$ cat config.mk
export PLATFORM = sky130hd
export DESIGN_NAME = pgw_top
export DESIGN_NICKNAME = d
export VERILOG_FILES = /design/src/rtl/pgw_pkg.sv /design/src/rtl/pgw_split.sv /design/src/rtl/pgw_entry_eval.sv /design/src/rtl/pgw_top.sv
export SDC_FILE = /design/constraint.sdc
export NUM_CORES = 1
export LEC_CHECK = 0
export BUFFER_PORTS_ARGS = -buffer_cell sky130_fd_sc_hd__buf_2
export CORE_AREA = 8 8 137 139
export DETAILED_ROUTE_END_ITERATION = 10
export DIE_AREA = 0 0 145 147
export PLACE_DENSITY = 0.7
export SYNTH_ARGS = -nofsm -noshare
export SYNTH_HDL_FRONTEND = slang
export SYNTH_SLANG_ARGS = --single-unit
$ cat constraint.sdc
create_clock -name clk -period 5.6 [get_ports clk]
set_clock_uncertainty 0.1 [all_clocks]
set_input_delay 0.84 -clock clk [delete_from_list [all_inputs] [get_ports clk]]
set_output_delay 0.84 -clock clk [all_outputs]
set_load 0.02 [all_outputs]
$ cat src/rtl/pgw_pkg.sv
package pgw_pkg;

  typedef enum logic [2:0] {
    ST_IDLE  = 3'd0,
    ST_OUTER = 3'd1,
    ST_INNER = 3'd2,
    ST_DONE  = 3'd3,
    ST_FAULT = 3'd4
  } pgw_state_e;

  typedef enum logic [2:0] {
    FLT_NONE  = 3'd0,
    FLT_LIMIT = 3'd1,
    FLT_OUTER = 3'd2,
    FLT_INNER = 3'd3,
    FLT_WPROT = 3'd4
  } pgw_fault_e;

  localparam int ENT_VALID_BIT = 0;
  localparam int ENT_WRITE_BIT = 1;

endpackage

$ cat src/rtl/pgw_split.sv
module pgw_split #(
  parameter int VA_W  = 32,
  parameter int OFF_W = 12,
  parameter int IN_W  = 10,
  parameter int OUT_W = 10,
  parameter int ENT_W = 32
) (
  input  logic [VA_W-1:0]         vaddr,
  input  logic [ENT_W-1:0]        base,
  input  logic [OUT_W+IN_W-1:0]   limit,
  output logic [OUT_W-1:0]        outer_idx,
  output logic [IN_W-1:0]         inner_idx,
  output logic [OFF_W-1:0]        offset,
  output logic                    over_limit,
  output logic [ENT_W-1:0]        outer_addr
);
  localparam int VPN_W  = OUT_W + IN_W;
  localparam int ENT_SH = $clog2(ENT_W / 8);

  logic [VPN_W-1:0] vpn;

  always_comb begin
    offset     = vaddr[OFF_W-1:0];
    inner_idx  = vaddr[OFF_W+IN_W-1:OFF_W];
    outer_idx  = vaddr[OFF_W+VPN_W-1:OFF_W+IN_W];
    vpn        = vaddr[OFF_W+VPN_W-1:OFF_W];
    over_limit = (vpn > limit);
    outer_addr = base + (ENT_W'(outer_idx) << ENT_SH);
  end
endmodule

$ cat src/rtl/pgw_entry_eval.sv
module pgw_entry_eval
  import pgw_pkg::*;
#(
  parameter int ENT_W = 32,
  parameter int OFF_W = 12,
  parameter int IN_W  = 10
) (
  input  logic [ENT_W-1:0] entry,
  input  logic             second_level,
  input  logic             write_op,
  input  logic [IN_W-1:0]  inner_idx,
  input  logic [OFF_W-1:0] offset,
  output pgw_fault_e       fault,
  output logic [ENT_W-1:0] next_addr,
  output logic [ENT_W-1:0] phys_addr
);
  localparam int ENT_SH = $clog2(ENT_W / 8);
  localparam int FRM_W  = ENT_W - OFF_W;

  logic [FRM_W-1:0] frame;
  logic             ent_valid;
  logic             ent_write;

  always_comb begin
    frame     = entry[ENT_W-1:OFF_W];
    ent_valid = entry[ENT_VALID_BIT];
    ent_write = entry[ENT_WRITE_BIT];
    next_addr = {frame, {OFF_W{1'b0}}} | (ENT_W'(inner_idx) << ENT_SH);
    phys_addr = {frame, offset};
    if (!ent_valid) begin
      fault = second_level ? FLT_INNER : FLT_OUTER;
    end else if (second_level && write_op && !ent_write) begin
      fault = FLT_WPROT;
    end else begin
      fault = FLT_NONE;
    end
  end
endmodule

$ cat src/rtl/pgw_top.sv
module pgw_top
  import pgw_pkg::*;
#(
  parameter int VA_W  = 32,
  parameter int OFF_W = 12,
  parameter int IN_W  = 10,
  parameter int OUT_W = 10,
  parameter int ENT_W = 32
) (
  input  logic                   clk,
  input  logic                   rst,
  input  logic                   req_valid,
  output logic                   req_ready,
  input  logic [VA_W-1:0]        req_vaddr,
  input  logic                   req_write,
  input  logic [ENT_W-1:0]       tbl_base,
  input  logic [OUT_W+IN_W-1:0]  tbl_limit,
  output logic                   mem_req_valid,
  input  logic                   mem_req_ready,
  output logic [ENT_W-1:0]       mem_req_addr,
  input  logic                   mem_rsp_valid,
  input  logic [ENT_W-1:0]       mem_rsp_data,
  output logic                   rsp_valid,
  input  logic                   rsp_ack,
  output logic [ENT_W-1:0]       rsp_paddr,
  output logic [2:0]             rsp_fault
);
  localparam int VPN_W = OUT_W + IN_W;

  pgw_state_e        state;
  logic              lat_write;
  logic [IN_W-1:0]   lat_inner;
  logic [OFF_W-1:0]  lat_offset;

  logic [OUT_W-1:0]  s_outer_idx;
  logic [IN_W-1:0]   s_inner_idx;
  logic [OFF_W-1:0]  s_offset;
  logic              s_over;
  logic [ENT_W-1:0]  s_outer_addr;

  pgw_fault_e        e_fault;
  logic [ENT_W-1:0]  e_next_addr;
  logic [ENT_W-1:0]  e_phys;

  logic              accept;
  logic              rsp_take;

  pgw_split #(
    .VA_W(VA_W), .OFF_W(OFF_W), .IN_W(IN_W), .OUT_W(OUT_W), .ENT_W(ENT_W)
  ) u_split (
    .vaddr      (req_vaddr),
    .base       (tbl_base),
    .limit      (tbl_limit),
    .outer_idx  (s_outer_idx),
    .inner_idx  (s_inner_idx),
    .offset     (s_offset),
    .over_limit (s_over),
    .outer_addr (s_outer_addr)
  );

  pgw_entry_eval #(
    .ENT_W(ENT_W), .OFF_W(OFF_W), .IN_W(IN_W)
  ) u_eval (
    .entry        (mem_rsp_data),
    .second_level (state == ST_INNER),
    .write_op     (lat_write),
    .inner_idx    (lat_inner),
    .offset       (lat_offset),
    .fault        (e_fault),
    .next_addr    (e_next_addr),
    .phys_addr    (e_phys)
  );

  assign req_ready = (state == ST_IDLE);
  assign accept    = req_valid && req_ready;
  assign rsp_take  = !mem_req_valid && mem_rsp_valid;

  always_ff @(posedge clk) begin
    if (rst) begin
      state         <= ST_IDLE;
      lat_write     <= 1'b0;
      lat_inner     <= '0;
      lat_offset    <= '0;
      mem_req_valid <= 1'b0;
      mem_req_addr  <= '0;
      rsp_valid     <= 1'b0;
      rsp_paddr     <= '0;
      rsp_fault     <= FLT_NONE;
    end else begin
      unique case (state)
        ST_IDLE: begin
          if (accept) begin
            lat_write  <= req_write;
            lat_inner  <= s_inner_idx;
            lat_offset <= s_offset;
            if (s_over) begin
              state     <= ST_FAULT;
              rsp_valid <= 1'b1;
              rsp_paddr <= '0;
              rsp_fault <= FLT_LIMIT;
            end else begin
              state         <= ST_OUTER;
              mem_req_valid <= 1'b1;
              mem_req_addr  <= s_outer_addr;
            end
          end
        end
        ST_OUTER: begin
          if (mem_req_valid) begin
            if (mem_req_ready) mem_req_valid <= 1'b0;
          end else if (rsp_take) begin
            if (e_fault != FLT_NONE) begin
              state     <= ST_FAULT;
              rsp_valid <= 1'b1;
              rsp_paddr <= '0;
              rsp_fault <= e_fault;
            end else begin
              state         <= ST_INNER;
              mem_req_valid <= 1'b1;
              mem_req_addr  <= e_next_addr;
            end
          end
        end
        ST_INNER: begin
          if (mem_req_valid) begin
            if (mem_req_ready) mem_req_valid <= 1'b0;
          end else if (rsp_take) begin
            rsp_valid <= 1'b1;
            if (e_fault != FLT_NONE) begin
              state     <= ST_FAULT;
              rsp_paddr <= '0;
              rsp_fault <= e_fault;
            end else begin
              state     <= ST_DONE;
              rsp_paddr <= e_phys;
              rsp_fault <= FLT_NONE;
            end
          end
        end
        ST_DONE, ST_FAULT: begin
          if (rsp_ack) begin
            state     <= ST_IDLE;
            rsp_valid <= 1'b0;
          end
        end
        default: state <= ST_IDLE;
      endcase
    end
  end

  logic unused_ok;
  assign unused_ok = ^{s_outer_idx, VPN_W[0]};

endmodule

# [Word-level counts from Yosys, hierarchy flattened]
# Index checks and enable logic that the tools add are counted.
[totals] out_inout_bits=70 in_bits=123 elab_cells=98 regBits=95
[op_classes] n_lt_le_gt_ge=1 reduce_logical=18 bitwise=1 eq_ne=14 mux=54 addsub=1
[op_table] op="32-bit 2-to-1 mux" n=13
[op_table] op="32-bit one-hot mux with 3 select lines" n=1
[op_table] op="32-bit one-hot mux with 2 select lines" n=1
[op_table] op="3-bit 2-to-1 mux" n=19
[op_table] op="32-bit by 12-bit adder with 32-bit output" n=1
[op_table] op="32-bit by 12-bit bitwise OR with 32-bit output" n=1
[op_table] op="20-bit greater-than comparator" n=1
[op_table] op="1-bit 2-to-1 mux" n=16
[op_table] op="2-bit inequality test (second input constant)" n=8
[op_table] op="3-bit one-hot mux with 4 select lines" n=1
[op_table] op="6-bit AND reduction" n=2
[op_table] op="3-bit one-hot mux with 3 select lines" n=1
[op_table] op="9-bit AND reduction" n=1
[op_table] op="8-bit AND reduction" n=1
[op_table] op="3-bit by 2-bit equality test with 1-bit output (second input constant)" n=2
[op_table] op="3-bit nonzero test" n=2
[op_table] op="1-bit logical AND" n=4
[op_table] op="2-bit by 1-bit inequality test with 1-bit output (second input constant)" n=2
[op_table] op="1-bit one-hot mux with 4 select lines" n=1
[op_table] op="4-bit nonzero test" n=1
[op_table] op="3-bit by 1-bit equality test with 1-bit output (second input constant)" n=1
[op_table] op="3-bit equality test (second input constant)" n=1
[op_table] op="3-bit logical NOT" n=1
[op_table] op="1-bit one-hot mux with 3 select lines" n=1
[op_table] op="other kinds (5)" n=6

# [Depth between registers and ports, before layout]
# Gate-level depths: netlist (run 1).
[depth] word_depth=10 mapped_depth=11

# [Cells and area by module]
# Synthesis (run 1) repeated with hierarchy kept, for this count alone.
[unflattened] hier_cells=766 area_unflattened_um2=6523.8
[modules_own_cells] mod="pgw_top" cells_per_inst=467 area_each_um2=4357.9 instances=1 seq_area_each_um2=1901.8
[modules_own_cells] mod="pgw_split" cells_per_inst=231 area_each_um2=1659.1 instances=1 seq_area_each_um2=0.0
[modules_own_cells] mod="pgw_entry_eval" cells_per_inst=68 area_each_um2=506.7 instances=1 seq_area_each_um2=0.0

# [Worst setup path before layout (run 1)]
# OpenSTA, ideal clock, no wires.
[synth_path] kind="input-to-reg" start="input port req_vaddr[22]" end="register mem_req_addr[12]" path_slack_ns=2.569 n_path_buf=1 required_ns=5.409 arrival_time_ns=2.840 stages=11 cell_sequence="ha_1 inv_1 fa_1 nor2b_4 o31a_1 o41a_1 a31oi_4 buf_6 xnor2_1 nand2_1 a311oi_1"
[synth_via] elab_chain_cells=4 elab_cells_between_ends=7 cone_classes="1 x add/sub; 1 x order compare; 1 x eq/ne; 3 x mux; 1 x reduce/logical"
[synth_rtl] element="from (decl)" line_no="pgw_top.sv:14" rtl="input logic [VA_W-1:0] req_vaddr,"
[synth_rtl] element="32-bit by 12-bit adder with 32-bit output" line_no="pgw_split.sv:28" rtl="outer_addr = base + (ENT_W'(outer_idx) << ENT_SH);"
[synth_rtl] element="32-bit 2-to-1 mux" line_no="pgw_top.sv:96" rtl="if (s_over) begin"
[synth_rtl] element="32-bit 2-to-1 mux" line_no="pgw_top.sv:92" rtl="if (accept) begin"
[synth_rtl] element="32-bit one-hot mux with 2 select lines" line_no="pgw_top.sv:90" rtl="unique case (state)"
[synth_rtl] element="to (signal assigned)" line_no="pgw_top.sv:104" rtl="mem_req_addr <= s_outer_addr;"
[synth_rtl] element="to (signal assigned)" line_no="pgw_top.sv:120" rtl="mem_req_addr <= e_next_addr;"
[synth_rtl] element="to (decl)" line_no="pgw_top.sv:20" rtl="output logic [ENT_W-1:0] mem_req_addr,"
# Several ways; a longest one is shown, not always the timed one. The select of a mux whose other input is x is not followed.
# A chain may end at the register's enable or synchronous reset.

# [Worst setup path in the final report (run 1)]
[layout_path] start="input port req_vaddr[29]" end="register rsp_paddr[27]"
[layout_via] elab_chain_cells=3
[layout_rtl] element="20-bit greater-than comparator" line_no="pgw_split.sv:27" rtl="over_limit = (vpn > limit);"
[layout_rtl] element="2-bit by 1-bit inequality test with 1-bit output (no line)"
[layout_rtl] element="8-bit AND reduction (no line)"
[layout_rtl] element="to (signal assigned)" line_no="pgw_top.sv:135" rtl="rsp_paddr <= e_phys;"
[layout_rtl] element="to (decl)" line_no="pgw_top.sv:25" rtl="output logic [ENT_W-1:0] rsp_paddr,"
# Every way passes these cells.

==> results of run 1 <==
-- metrics by stage --
step | total power (uW) | setup slack [ns]
2_1_floorplan | 1680 | 2.57
4_1_cts | 2780 | 2.27
3_5_place_dp | 2040 | 1.98
5_1_grt | 2930 | 1.95
3_3_place_gp | 2020 | 2.03
6_report | 2740 | 2.25
-- worst max-delay path, stage by stage --
cell and delay, ns:
buf_2 0.12, ha_1 0.30, nand4_1 0.16, nor4_1 0.65, a311oi_2 0.31, a21oi_1 0.34, o21ai_2 0.17, buf_4 0.26
o41ai_1 0.32
-- worst max-delay path by stage --
| stage | from | endpoint | slack [ns] | cells after the start |
|---|---|---|---|---|
| 6_report | req_vaddr[29] | rsp_paddr[27] | 2.25 | 9 |
| 5_1_grt | state[0] | mem_req_addr[27] | 1.95 | 8 |
| 4_1_cts | state[0] | mem_req_addr[27] | 2.27 | 8 |
| 3_5_place_dp | req_vaddr[15] | mem_req_addr[27] | 1.98 | 10 |
| 3_3_place_gp | req_vaddr[30] | rsp_paddr[27] | 2.03 | 9 |
| 2_1_floorplan | req_vaddr[22] | mem_req_addr[12] | 2.57 | 11 |
-- Yosys cell counts (4+ instances only) --
master | count | share of area [%]
nand2_1 | 105 | 7.0
dfxtp_1 | 95 | 34
o21ai_0 | 78 | 6.9
a21oi_1 | 52 | 4.6
nor2_1 | 52 | 3.5
nor2b_1 | 41 | 4.5
inv_1 | 39 | 2.6
clkbuf_1 | 31 | 2.1
ha_1 | 30 | 6.6
nor3_1 | 24 | 2.1
nand2b_1 | 23 | 2.5
buf_2 | 15 | 1.3
nand3_1 | 13 | 1.2
o21a_1 | 11 | 1.5
o21ai_1 | 10 | 0.88
a211oi_1 | 7 | 0.93
nand4_1 | 7 | 0.77
o32ai_1 | 7 | 1.1
xnor2_1 | 7 | 1.1
a311oi_1 | 6 | 0.93
o311ai_1 | 6 | 0.93
or3_1 | 6 | 0.66
a31oi_1 | 5 | 0.55
nand4b_1 | 5 | 0.77
nor4_1 | 5 | 0.55
o221ai_1 | 5 | 0.77
a21o_1 | 4 | 0.53
a31o_2 | 4 | 0.62
o41ai_1 | 4 | 0.62
or4_1 | 4 | 0.53
-- final cells by class --
type | instances | area (um2) | share of cell area [%]
inverters | 39 | 146 | 2.09
clock buffers | 10 | 239 | 3.40
flip-flops and latches | 95 | 1900 | 27.1
well taps | 225 | 282 | 4.01
repair buffers | 186 | 943 | 13.4
clock inverters | 6 | 115 | 1.64
multi-input cells | 566 | 3390 | 48.3
-- kinds of logic (layout without fill, tap and decap cells) --
group                    count (synthesis)  in the layout  synth area share (%)
AND/OR/NAND/NOR                        306            306                  26.9
AO/OA/AOI/OAI                          219            219                  24.4
flip-flops                              95             95                  33.6
buffers and inverters                   90            241                  6.50
adder cells (fa/ha/maj)                 31             31                  6.99
XOR/XNOR                                 8              8                  1.24
multiplexers                             2              2                 0.354
-- routing by layer --
metal  share of wire [%]  global-route usage (%)  vias to the layer above
met2                  46                    27.1                      178
met5                   0                       0                        -
met1                  46                    21.5                     2641
met3                 5.6                    3.66                       23
li1                    -                       -                     2934
met4                 2.0                    6.52                        0
-- sequential cells by signal, summed over array words and instances (netlist names), 3 cells and up --
name	count
mem_req_addr	32
lat_inner	10
lat_offset	12
rsp_paddr	32
rsp_fault	3
state	3
-- cells in the final DEF (no fill, tap or decap), types with 5 or more instances in the layout --
cell type / synthesis / routed
nor3_1: 24 / 24
xnor2_1: 7 / 7
nand4_1: 7 / 7
clkbuf_16: 0 / 9
nor2_1: 52 / 50
o311ai_1: 6 / 6
a211oi_1: 7 / 7
o221ai_1: 5 / 5
a21oi_1: 52 / 52
o21a_1: 11 / 11
buf_4: 1 / 5
nand3_1: 13 / 13
or3_1: 6 / 6
nand4b_1: 5 / 5
ha_1: 30 / 30
nor2b_1: 41 / 41
nor4_1: 5 / 5
o32ai_1: 7 / 7
buf_2: 15 / 181
nand2_1: 105 / 105
a311oi_1: 6 / 6
a31oi_1: 5 / 5
nand2b_1: 23 / 23
o21ai_0: 78 / 78
inv_1: 39 / 39
o21ai_1: 10 / 10
dfxtp_1: 95 / 95
-- where the power goes --
part	internal, uW	switching [uW]	total [uW]
Combinational	339	770	1110
Clock	451	274	725
Sequential	802	106	908
==> results.yml, run 1 <==
floorplan:
  io_pins: 193
  fp.coreArea_um2: 16800
  rows: 48
  die_h_um: 147
  die_x_um: 145
  die_area_um2: 21300
  start_util_pct: 33.8
critical_path:
  crit_type: "in -> reg"
  timing.rr.start: "state[0]"
  r2r_slack_ns: 2.25
  cp-end-kind: "flop"
  path_max_fanout: 32
  reg2reg_depth: 8
  regToRegEndpoint: "mem_req_addr[27]"
  critPathRequiredTime_ns: 5.74
  critPathLaunchType: "primary input"
  cp_data_arrival_time_ns: 3.50
timing:
  period_share_pct: 59.9
  rsz0062_at_grt: "false"
  setup_viol: 0
  max_freq_ghz: 0.298
  tns_ns: 0
  worst_slew_pin_slew_ns: 1.14
  drv_slew: 0
  maxSlewHeadroom_pct: 24.1
  min_period_ns: 3.35
  holdWs_ns: 0.355
  finalHoldViolCount: 0
global_routing:
  grt_use_total_pct: 16.8
  antenna_found_initial: 0
  grt_pass1_wl_mm: 29.2
  grt_pass1_vias: 5493
  grt_max_degree: 78
  grt_overflow: 0
clock_network:
  h-tree-depth: 3
  cts.path.max_buffers: 2
  cts_tree: "done"
  cts_buffers: 9
  cts-root-buf: "clkbuf_16"
  clock_sinks: 95
  post_cts_resized: 0
  clk_latency_ns: 0.34
  cts.reportedPaths.clkPinSlew_ns: 0.07
  cts_setup_buffers: 0
  ctsHoldBuffers: 0
drt:
  wl_per_cell_um: 16.4
  drt_wl_total_mm: 18.5
  drtIter0Drc: 279
  drc_errors: 0
  num_vias: 5776
  routed_via_density: 5.13
  ant_nets: 0
  drtPass1Iterations: 4
finish:
  area_growth_pct: 24.1
  drive_above_1_share_pct: 24.8
  fillers: 1735
  layout.nets: 1051
  final_area_um2: 7020
  final_core_util_pct: 41.9
  diodes: 0
  final-instance-count-excl-fill: 1127
min_path:
  min_from: "lat_offset[7]"
  worstHoldEndpoint: "lat_offset[7]"
  hold_class: "reg -> reg"
  worstHoldPathCells: 2
synth:
  ys.flop_type: "dfxtp_1"
  yosysSeqAreaShare_pct: 33.6
  yosysWarnings: 0
  avgSynthCellArea_um2: 7.53
  synth_edf_count: 0
  synth_fp_nets: 905
  synth_area_um2: 5660
  async_reset_ff_share_pct: 0
  syn_inst: 751
  ys_types: 66
  synth_seq_cells: 95
place:
  gp_congestion: 0.886
  hpwl_mm: 13.8
  dp.cells: 1111
  numPortBuffers: 182
  placed_area_um2: 6670
job:
  cap_violations: 0
power_and_ir_drop:
  p_per_area_nw_per_um2: 391
  ir_drop_uv: 175
  power_leakage_uw: 0.00304
outcome:
  status: "complete, no violations"
(Power assumes the default switching activity.)
==> run 2: changes to the inputs <==
==> constraint.sdc (replaced) <==
create_clock -name clk -period 3.2 [get_ports clk]
set_clock_uncertainty 0.1 [all_clocks]
set_input_delay 0.48 -clock clk [delete_from_list [all_inputs] [get_ports clk]]
set_output_delay 0.48 -clock clk [all_outputs]
set_load 0.02 [all_outputs]
==> results.yml, run 2 (synthesis results as in run 1) <==
floorplan:
  start_util_pct: 33.8
  fp.coreArea_um2: 16800
  die_area_um2: 21300
  die_x_um: 145
  io_pins: 193
  rows: 48
  die_h_um: 147
clock_network:
  ctsHoldBuffers: 0
  clk_latency_ns: 0.35
  cts_tree: "done"
  post_cts_resized: 0
  cts.path.max_buffers: 2
  h-tree-depth: 3
  cts_setup_buffers: 0
  clock_sinks: 95
  cts.reportedPaths.clkPinSlew_ns: 0.07
  cts-root-buf: "clkbuf_16"
  cts_buffers: 9
drt:
  routed_via_density: 5.03
  drt_wl_total_mm: 18.0
  num_vias: 5711
  ant_nets: 0
  drtPass1Iterations: 4
  wl_per_cell_um: 15.8
  drc_errors: 0
  drtIter0Drc: 332
timing:
  worst_slew_pin_slew_ns: 0.807
  maxSlewHeadroom_pct: 46.1
  tns_ns: 0
  drv_slew: 0
  period_share_pct: 84.7
  setup_viol: 0
  finalHoldViolCount: 0
  rsz0062_at_grt: "false"
  min_period_ns: 2.71
  holdWs_ns: 0.261
  max_freq_ghz: 0.369
finish:
  diodes: 0
  final_cell_mix: "181 x buf_2, 105 x nand2_1, 95 x dfxtp_1"
  fillers: 1718
  final_common_cell: "buf_2"
  drive_above_1_share_pct: 25.4
  largestRegisters: "mem_req_addr x32, rsp_paddr x32, lat_offset x12"
  final-instance-count-excl-fill: 1135
  area_growth_pct: 24.7
  final_core_util_pct: 42.1
  layout.nets: 1059
  final_area_um2: 7060
power_and_ir_drop:
  intPower_uw: 2640
  switching_share_pct: 43.6
  power_leakage_uw: 0.00306
  ir_drop_uv: 280
  combPwrFrac_pct: 43.4
  seqPwrFrac_pct: 34.0
  p_per_area_nw_per_um2: 663
  switching_power_uw: 2040
  clockPowerShare_pct: 22.6
place:
  hpwl_mm: 13.7
  dp.cells: 1119
  numPortBuffers: 182
  placed_area_um2: 6780
  gp_congestion: 0.862
critical_path:
  cp_data_arrival_time_ns: 2.84
  cp-end-kind: "flop"
  path_cells: "buf_2 -> ha_1 -> inv_1 -> fa_1 -> nor2b_4 -> o31a_1 -> o41a_1 -> a31oi_4 -> nor4_1 -> nor3_1 -> o32ai_1"
  cpMaxStageDelayCell: "a31oi_4"
  crit_family: "compound AO/OA/AOI/OAI gates"
  crit_type: "in -> reg"
  critPathLaunchType: "primary input"
  cpPeakStageDelay_ns: 0.52
  r2r_slack_ns: 0.78
  path_max_fanout: 19
  crit_buf_inv: 2
  critPathRequiredTime_ns: 3.33
global_routing:
  grt_use_total_pct: 16.3
  grt_overflow: 0
  grt_pass1_vias: 5491
  antenna_found_initial: 0
  grt_max_degree: 60
  grt_pass1_wl_mm: 28.5
min_path:
  hold_class: "in -> reg"
outcome:
  status: "complete, no violations"
job:
  cap_violations: 0
-- run 2: changes by cell type in the layout (fill, tap and decap cells not counted) --
cell and change:
clkbuf_8 -1, inv_6 +3, bufinv_16 -3, clkbuf_1 +1, buf_12 +4, buf_4 +4
-- run 2: power groups by stage --
stage / Combinational [uW] / Sequential, uW / Clock (uW)
finish: 2030 / 1590 / 1060
global route: 2260 / 1620 / 1120
CTS: 2050 / 1590 / 1090
detailed placement: 2050 / 1620 / 0
global placement: 2030 / 1610 / 0
floorplan: 1230 / 1710 / 0
-- run 2: per-layer routing --
metal  up-vias  global-route usage (%)  share of wire (%)  wire (um)
met5         -                       0                  0          0
met4         0                    4.79                1.4        257
met3        18                    3.88                5.8       1040
met2       161                    26.4                 47       8410
met1      2585                    21.1                 46       8250
li1       2947                       -                  -          -
-- run 2: worst paths after layout --
path	startpoint	end	cells past startpoint
setup / recovery	req_vaddr[22]	mem_req_addr[26]	11
hold / removal	req_vaddr[6]	lat_offset[6]	3
setup reg to reg	state[0]	state[2]	5
hold reg to reg	lat_write	lat_write	2
-- run 2: worst register-to-register path: cells and delay by family, from the launching register on --
family	cells	cell delay [ns]
compound gates	3	0.69
flops	1	0.73
simple gates	2	0.83
-- run 2: layout make-up --
type                       instances  area [um2]  area share [%]
inverter                          39         146            2.07
timing repair buffer             194        1050            14.9
clock buffer                      10         229            3.25
tap                              225         282            3.99
multi-input combinational        566        3390            48.1
sequential                        95        1900            27.0
clock inverter                     6        51.3           0.727
-- run 2: metrics by stage --
stage	setup slack, ns	power, uW
detailed placement	0.128	3660
finish	0.489	4680
global placement	0.150	3640
CTS	0.502	4730
global route	0.279	5010
floorplan	0.529	2940
